$ cat src/rtl/csr_bank_pkg.sv
// Shared access-policy type and helpers for the register bank.
// Assumes: policies are fixed at elaboration time through parameters.
package csr_bank_pkg;

    typedef enum logic [1:0] {
        ACC_RO = 2'd0,
        ACC_WO = 2'd1,
        ACC_RW = 2'd2
    } acc_e;

    // True when the side holding this policy may observe the field.
    function automatic bit can_read(acc_e a);
        return a != ACC_WO;
    endfunction

    // True when the side holding this policy may modify the field.
    function automatic bit can_write(acc_e a);
        return a != ACC_RO;
    endfunction

endpackage

$ cat src/rtl/csr_bank_decode.sv
// Write decoder: turns a bus write into a strobe for the pass-through
// register and a per-bit write mask plus data for the bank-held register.
// Assumes: the bank-held register occupies NSLICE consecutive addresses
// from FREG_BASE, most significant slice at FREG_BASE.
module csr_bank_decode #(
    parameter int ADDR_W    = 4,
    parameter int DATA_W    = 8,
    parameter int RAW_ADDR  = 0,
    parameter int FREG_BASE = 1,
    parameter int FREG_W    = 12
) (
    input  logic [ADDR_W-1:0] bus_addr,
    input  logic              bus_we,
    input  logic [DATA_W-1:0] bus_wdata,
    output logic              raw_wr,
    output logic [FREG_W-1:0] freg_wmask,
    output logic [FREG_W-1:0] freg_wdata
);
    localparam int NSLICE = (FREG_W + DATA_W - 1) / DATA_W;

    // Pass-through register write select.
    assign raw_wr = bus_we && (bus_addr == ADDR_W'(RAW_ADDR));

    // Each register bit belongs to one slice; slice 0 holds the top bits.
    for (genvar i = 0; i < FREG_W; i++) begin : g_bit
        localparam int SLICE    = NSLICE - 1 - (i / DATA_W);
        localparam int BYTE_BIT = i % DATA_W;
        assign freg_wmask[i] = bus_we && (bus_addr == ADDR_W'(FREG_BASE + SLICE));
        assign freg_wdata[i] = bus_wdata[BYTE_BIT];
    end

endmodule

$ cat src/rtl/csr_bank_raw.sv
// Pass-through register: registers a bus write byte for the core and
// raises a one-cycle strobe in the cycle after the write.
// Assumes: register width equals the bus word width.
module csr_bank_raw #(
    parameter int DATA_W = 8
) (
    input  logic              clk,
    input  logic              rst_n,
    input  logic              wr,
    input  logic [DATA_W-1:0] wdata,
    output logic              stb,
    output logic [DATA_W-1:0] data
);
    // Capture the written byte and pulse the strobe for one cycle.
    always_ff @(posedge clk) begin
        if (!rst_n) begin
            stb  <= 1'b0;
            data <= '0;
        end else begin
            stb <= wr;
            if (wr) data <= wdata;
        end
    end

    // a write yields a strobe carrying its byte one cycle later.
    a_r2_write_strobes: assert property (@(posedge clk) disable iff (!rst_n)
        wr |=> (stb && data == $past(wdata)));

    // a strobe never appears without a write in the previous cycle.
    a_r2_strobe_cause: assert property (@(posedge clk) disable iff (!rst_n)
        stb |-> $past(wr));

endmodule

$ cat src/rtl/csr_bank_field.sv
// Bank-held field: stores W bits, accepting masked bus writes and core
// writes according to its two access policies; core write wins a clash.
// Assumes: the bus mask is per bit, so a field may straddle slices.
module csr_bank_field
    import csr_bank_pkg::*;
#(
    parameter int   W       = 4,
    parameter acc_e BUS_ACC = ACC_RW,
    parameter acc_e DEV_ACC = ACC_RW,
    parameter logic [W-1:0] RST_VAL = '0
) (
    input  logic         clk,
    input  logic         rst_n,
    input  logic [W-1:0] bus_wmask,
    input  logic [W-1:0] bus_wdata,
    input  logic         dev_we,
    input  logic [W-1:0] dev_wdata,
    output logic [W-1:0] q
);
    localparam bit BUS_WR = can_write(BUS_ACC);
    localparam bit DEV_WR = can_write(DEV_ACC);

    logic [W-1:0] nxt;

    // Select the next value: core write over bus write over hold.
    always_comb begin
        nxt = q;
        if (BUS_WR) nxt = (q & ~bus_wmask) | (bus_wdata & bus_wmask);
        if (DEV_WR && dev_we) nxt = dev_wdata;
    end

    // Field storage.
    always_ff @(posedge clk) begin
        if (!rst_n) q <= RST_VAL;
        else        q <= nxt;
    end

    if (DEV_WR) begin : g_dev_chk
        // a core strobe always lands its data.
        a_r6_core_wins: assert property (@(posedge clk) disable iff (!rst_n)
            dev_we |=> (q == $past(dev_wdata)));
    end

    if (BUS_WR) begin : g_bus_chk
        // a full-mask bus write lands when the core is quiet.
        a_r5_bus_lands: assert property (@(posedge clk) disable iff (!rst_n)
            (!(DEV_WR && dev_we) && (&bus_wmask)) |=> (q == $past(bus_wdata)));
    end else begin : g_ro_chk
        // bus writes never move a bus-read-only field.
        a_r7_bus_ignored: assert property (@(posedge clk) disable iff (!rst_n)
            !(DEV_WR && dev_we) |=> $stable(q));
    end

endmodule

$ cat src/rtl/csr_bank_rdmux.sv
// Read path: assembles bus words from the pass-through input and the
// bank-held slices and registers the selected word.
// Assumes: freg_rval already has bus-unreadable bits forced to zero.
module csr_bank_rdmux #(
    parameter int ADDR_W    = 4,
    parameter int DATA_W    = 8,
    parameter int RAW_ADDR  = 0,
    parameter int FREG_BASE = 1,
    parameter int FREG_W    = 12
) (
    input  logic              clk,
    input  logic              rst_n,
    input  logic [ADDR_W-1:0] bus_addr,
    input  logic [DATA_W-1:0] raw_rdata,
    input  logic [FREG_W-1:0] freg_rval,
    output logic [DATA_W-1:0] bus_rdata
);
    localparam int NSLICE = (FREG_W + DATA_W - 1) / DATA_W;

    logic [NSLICE-1:0][DATA_W-1:0] slice_word;
    logic [DATA_W-1:0]             rd_nxt;
    logic                          in_map;

    // Build each slice word; bits beyond the register width read as zero.
    for (genvar k = 0; k < NSLICE; k++) begin : g_slice
        for (genvar j = 0; j < DATA_W; j++) begin : g_bit
            localparam int IDX = (NSLICE - 1 - k) * DATA_W + j;
            if (IDX < FREG_W) begin : g_live
                assign slice_word[k][j] = freg_rval[IDX];
            end else begin : g_pad
                assign slice_word[k][j] = 1'b0;
            end
        end
    end

    // Pick the word for the presented address; unmapped gives zero.
    always_comb begin
        rd_nxt = '0;
        in_map = (bus_addr == ADDR_W'(RAW_ADDR));
        if (bus_addr == ADDR_W'(RAW_ADDR)) rd_nxt = raw_rdata;
        for (int k = 0; k < NSLICE; k++) begin
            if (bus_addr == ADDR_W'(FREG_BASE + k)) begin
                rd_nxt = slice_word[k];
                in_map = 1'b1;
            end
        end
    end

    // One-cycle registered read data.
    always_ff @(posedge clk) begin
        if (!rst_n) bus_rdata <= '0;
        else        bus_rdata <= rd_nxt;
    end

    // unmapped addresses return zero one cycle later.
    a_r9_unmapped_zero: assert property (@(posedge clk) disable iff (!rst_n)
        !in_map |=> (bus_rdata == '0));

    // pass-through read returns the core value of the address cycle.
    a_r3_raw_read: assert property (@(posedge clk) disable iff (!rst_n)
        (bus_addr == ADDR_W'(RAW_ADDR)) |=> (bus_rdata == $past(raw_rdata)));

endmodule

$ cat src/rtl/csr_bank.sv
// Register bank top: one pass-through register and one bank-held
// register of three fields with separate bus and core access policies.
// Assumes: pass-through width equals DATA_W; field order mode/level/cmd
// from the most significant bit down.
module csr_bank
    import csr_bank_pkg::*;
#(
    parameter int ADDR_W    = 4,
    parameter int DATA_W    = 8,
    parameter int RAW_ADDR  = 0,
    parameter int FREG_BASE = 1,
    parameter int MODE_W    = 4,
    parameter int LEVEL_W   = 4,
    parameter int CMD_W     = 4
) (
    input  logic               clk,
    input  logic               rst_n,
    input  logic [ADDR_W-1:0]  bus_addr,
    input  logic               bus_we,
    input  logic [DATA_W-1:0]  bus_wdata,
    output logic [DATA_W-1:0]  bus_rdata,
    output logic [DATA_W-1:0]  core_raw_wdata,
    output logic               core_raw_stb,
    input  logic [DATA_W-1:0]  core_raw_rdata,
    output logic [MODE_W-1:0]  core_mode_q,
    input  logic               core_mode_we,
    input  logic [MODE_W-1:0]  core_mode_wdata,
    input  logic               core_level_we,
    input  logic [LEVEL_W-1:0] core_level_wdata,
    output logic [CMD_W-1:0]   core_cmd_q
);
    localparam int   FREG_W    = MODE_W + LEVEL_W + CMD_W;
    localparam int   CMD_LSB   = 0;
    localparam int   LEVEL_LSB = CMD_W;
    localparam int   MODE_LSB  = CMD_W + LEVEL_W;
    localparam acc_e MODE_BUS  = ACC_RW;
    localparam acc_e MODE_DEV  = ACC_RW;
    localparam acc_e LEVEL_BUS = ACC_RO;
    localparam acc_e LEVEL_DEV = ACC_WO;
    localparam acc_e CMD_BUS   = ACC_WO;
    localparam acc_e CMD_DEV   = ACC_RO;

    logic              raw_wr;
    logic [FREG_W-1:0] freg_wmask;
    logic [FREG_W-1:0] freg_wdata;
    logic [FREG_W-1:0] freg_rval;
    logic [MODE_W-1:0]  mode_q;
    logic [LEVEL_W-1:0] level_q;
    logic [CMD_W-1:0]   cmd_q;

    csr_bank_decode #(
        .ADDR_W(ADDR_W), .DATA_W(DATA_W), .RAW_ADDR(RAW_ADDR),
        .FREG_BASE(FREG_BASE), .FREG_W(FREG_W)
    ) decode_i (
        .bus_addr  (bus_addr),
        .bus_we    (bus_we),
        .bus_wdata (bus_wdata),
        .raw_wr    (raw_wr),
        .freg_wmask(freg_wmask),
        .freg_wdata(freg_wdata)
    );

    csr_bank_raw #(.DATA_W(DATA_W)) raw_i (
        .clk  (clk),
        .rst_n(rst_n),
        .wr   (raw_wr),
        .wdata(bus_wdata),
        .stb  (core_raw_stb),
        .data (core_raw_wdata)
    );

    csr_bank_field #(.W(MODE_W), .BUS_ACC(MODE_BUS), .DEV_ACC(MODE_DEV)) mode_i (
        .clk      (clk),
        .rst_n    (rst_n),
        .bus_wmask(freg_wmask[MODE_LSB +: MODE_W]),
        .bus_wdata(freg_wdata[MODE_LSB +: MODE_W]),
        .dev_we   (core_mode_we),
        .dev_wdata(core_mode_wdata),
        .q        (mode_q)
    );

    csr_bank_field #(.W(LEVEL_W), .BUS_ACC(LEVEL_BUS), .DEV_ACC(LEVEL_DEV)) level_i (
        .clk      (clk),
        .rst_n    (rst_n),
        .bus_wmask(freg_wmask[LEVEL_LSB +: LEVEL_W]),
        .bus_wdata(freg_wdata[LEVEL_LSB +: LEVEL_W]),
        .dev_we   (core_level_we),
        .dev_wdata(core_level_wdata),
        .q        (level_q)
    );

    csr_bank_field #(.W(CMD_W), .BUS_ACC(CMD_BUS), .DEV_ACC(CMD_DEV)) cmd_i (
        .clk      (clk),
        .rst_n    (rst_n),
        .bus_wmask(freg_wmask[CMD_LSB +: CMD_W]),
        .bus_wdata(freg_wdata[CMD_LSB +: CMD_W]),
        .dev_we   (1'b0),
        .dev_wdata({CMD_W{1'b0}}),
        .q        (cmd_q)
    );

    // Bus view of the register: bus-unreadable fields are forced to zero.
    assign freg_rval = {
        can_read(MODE_BUS)  ? mode_q  : {MODE_W{1'b0}},
        can_read(LEVEL_BUS) ? level_q : {LEVEL_W{1'b0}},
        can_read(CMD_BUS)   ? cmd_q   : {CMD_W{1'b0}}
    };

    // Core view of the core-readable fields.
    assign core_mode_q = mode_q;
    assign core_cmd_q  = cmd_q;

    csr_bank_rdmux #(
        .ADDR_W(ADDR_W), .DATA_W(DATA_W), .RAW_ADDR(RAW_ADDR),
        .FREG_BASE(FREG_BASE), .FREG_W(FREG_W)
    ) rdmux_i (
        .clk      (clk),
        .rst_n    (rst_n),
        .bus_addr (bus_addr),
        .raw_rdata(core_raw_rdata),
        .freg_rval(freg_rval),
        .bus_rdata(bus_rdata)
    );

endmodule

$ cat config.mk
export PLATFORM = sky130hd
export DESIGN_NAME = csr_bank
export DESIGN_NICKNAME = d
export VERILOG_FILES = /design/src/rtl/csr_bank_pkg.sv /design/src/rtl/csr_bank_decode.sv /design/src/rtl/csr_bank_raw.sv /design/src/rtl/csr_bank_field.sv /design/src/rtl/csr_bank_rdmux.sv /design/src/rtl/csr_bank.sv
export SDC_FILE = /design/constraint.sdc
export NUM_CORES = 1
export LEC_CHECK = 0
export BUFFER_PORTS_ARGS = -buffer_cell sky130_fd_sc_hd__clkbuf_2
export CAP_MARGIN = 20
export CORE_MARGIN = 2
export CORE_UTILIZATION = 47
export CTS_CLUSTER_SIZE = 40
export DETAILED_ROUTE_END_ITERATION = 8
export GPL_TIMING_DRIVEN = 0
export PLACE_DENSITY = 0.82
export SYNTH_ARGS = -nofsm -noshare
export SYNTH_HDL_FRONTEND = slang
export SYNTH_SLANG_ARGS = --single-unit
$ cat constraint.sdc
create_clock -name clk -period 2.2 [get_ports clk]
set_input_delay 0.44 -clock clk [delete_from_list [all_inputs] [get_ports clk]]
set_output_delay 0.44 -clock clk [all_outputs]
set_load 0.05 [all_outputs]
==> out/results.txt <==
DIE AREA: 2870 sq um
multi-input gate area in the final layout: 534 sq um
signal arrival time at the worst endpoint: 0.99 ns
static leakage power: 0.731 nW
mean routed wirelength per cell: 13.1 microns
Hold Path Cell Cnt: 3
DIE WIDTH: 53.6 microns
type of the most critical hold path: input pin to register
top_reg_cell synth: dfxtp_1
post-route ant nets: 0
post-synthesis sequential area ratio: 50.3%
number of synthesized flops with an enable pin: 0
library cell contributing the largest single delay on the critical path: dfxtp_1
hold-fix buffers at CTS: 0
net count of the finished layout: 213
net count after synthesis: 152
relative area change from synthesis to final layout: 30.7%
average footprint of a synthesized cell: 9.70 sq um
synthesized cell area: 1150 sq um
worst clock skew: 0.00327 ns
slew of the pin with the lowest slew margin: 0.441 ns
initial DRC count: 26
number of vias after detailed routing: 1062
Clock H-tree levels: 2
All-Layer GR Usage: 21.7%
Max Buffers Root-to-Sink: 2
remaining max-slew budget at the tightest pin: 70.6%
post-route design area: 1510 sq um
maximum clock rate: 699 MHz
number of antenna violations at the first check in global routing: 0
drt total wl: 2730 microns
Setup Viol. Count Final: 0
TritonCTS clock tree: built
pin count of the biggest net entering global routing: 11
crit path max fanout: 3
path length in cells of the critical path: 1
ranking of synthesized cells by area: dfxtp_1 50%, mux2i_1 21%, nand2_1 6.5%
most common cell in the synthesized netlist: dfxtp_1
clock transition at the registers of the reported paths: 0.08 ns
Netlist cell types: 19
instance count of the mapped netlist: 119
setup_tns: 0 ns
I/O pin cnt: 58
result of the run: finished clean
Row Count: 17
effective utilization at floorplan: 50.7%
fraction of layout cells with a size suffix above 1: 35.9%
highest ir drop seen on vdd: 0.490 mV
placed cell count: 201
final critical delay including setup and external delays: 1.43 ns
placeable core region: 2280 sq um
detailed-placement wirelength estimate: 2170 microns
buffer type at the clock tree root: clkbuf_4
CP Class: register to output pin
number of standard cells in the layout, taps in and fillers out: 209
category of the worst setup path launch point: register
number of detailed-route iterations in the first pass: 4
area of all sequential standard cells: 581 sq um
Congestion Overflow GR: 0
dominant delay contributor by cell family on the critical path: flip-flops
final-report hold violation count: 0
maximum single-stage delay on the critical path: 0.37 ns
clock sink total: 29
FF+latch count, synth: 29
kind of end point of the critical path: output pin
Via density: 5.08
Synth top cells by count: 29 x dfxtp_1, 24 x mux2i_1, 20 x nand2_1
filler cell count in the final layout: 186
cell type with the largest total area after synthesis: dfxtp_1
Pwr Density: 653 nW/um^2
number of buffers created by CTS: 5
via count of the first global-routing pass: 1049
FFs w/ async S/R, synth: 0%
wire length of the first global-routing pass: 4310 microns
final weighted congestion in routability-driven placement: 0.759
number of cells on the worst reg-to-reg path: 2
post-CTS sizing: 0
Yosys warnings: 0
count of buffers from port buffering: 54
Antenna Diode Count: 0
data required time at the worst endpoint: 1.76 ns
number of setup buffers added after CTS: 0
ratio of final minimum period to clock period: 65.0%
maxcap violations: 0
max-slew violation count: 0
Critical Path, Cell by Cell: clkbuf_2
count of buffer and inverter cells on the critical path: 1
setup repair after global routing missed its margin: false
clock latency on the worst-skew pair: 0.32 ns
Synth top area share: 50.3%
overall die height: 53.6 microns
DRC violations left: 0
placed cell areas: 1460 sq um
## metal layers
metal	routed length, microns	GRT usage [%]	up-vias
met1	1100	23.2	480
met3	183	6.11	12
met2	1350	36.4	39
li1	-	-	531
met4	100	16.2	0
met5	0	0	-
## layout make-up
type                            count  share of cell area (%)
Buffer                              7                    2.40
Sequential cell                    29                    38.5
Inverter                            1                   0.249
Tap cell                           28                    2.32
Clock buffer                        8                    3.23
Multi-Input combinational cell     82                    35.4
Timing Repair Buffer               54                    17.9
## power breakdown
part	total [mW]	internal, mW	leakage (nW)	switching (mW)
clock	0.292	0.127	0.0265	0.165
sequential	0.547	0.539	0.236	0.00833
combinational	0.145	0.0546	0.468	0.0904
total	0.985	0.721	0.731	0.264
## worst paths after layout
path / startpoint / endpoint / slack [ns]
hold reg to reg: raw_i.data[6] / raw_i.data[6] / 0.47
setup / recovery: register / core_mode_q[3] / 0.77
setup reg to reg: register / register / 1.54
hold / removal: bus_wdata[7] / raw_i.data[7] / 0.34
## logic make-up after synthesis
group,after synthesis,synth area share [%]
DFF,29,50.3
buffers and inverters,8,3.47
and+or+nand+nor,42,18.1
muxes,24,20.8
AOI/OAI and AO/OA,16,7.37
## stage by stage
| stage | setup WS [ns] | utilization (%) | hold WS [ns] | power, mW |
|---|---|---|---|---|
| after floorplan | 0.841 | - | 0.463 | 0.652 |
| after global placement | 0.666 | 64.2 | 0.442 | 0.699 |
| after detailed placement | 0.626 | 64.2 | 0.450 | 0.705 |
| after CTS | 0.756 | 66.3 | 0.331 | 0.996 |
| after global routing | 0.720 | 66.3 | 0.344 | 1.03 |
| final | 0.770 | 66.3 | 0.345 | 0.985 |
## placed cells by master (no fill, tap or decap)
cell type,synthesis,final
clkbuf_2,0,54
dfxtp_1,29,29
mux2i_1,24,24
nand2_1,20,20
nor2_1,9,9
o21ai_0,8,8
clkbuf_1,3,6
nor2b_1,5,5
clkbuf_4,0,5
a31oi_1,4,4
a21oi_1,4,4
nand3b_1,3,3
buf_2,2,2
buf_1,1,1
or3b_4,1,1
nor3_2,1,1
buf_6,1,1
nor3b_2,1,1
nand2b_1,1,1
inv_1,1,1
and2_1,1,1
Power figures use the tool's default switching activity.
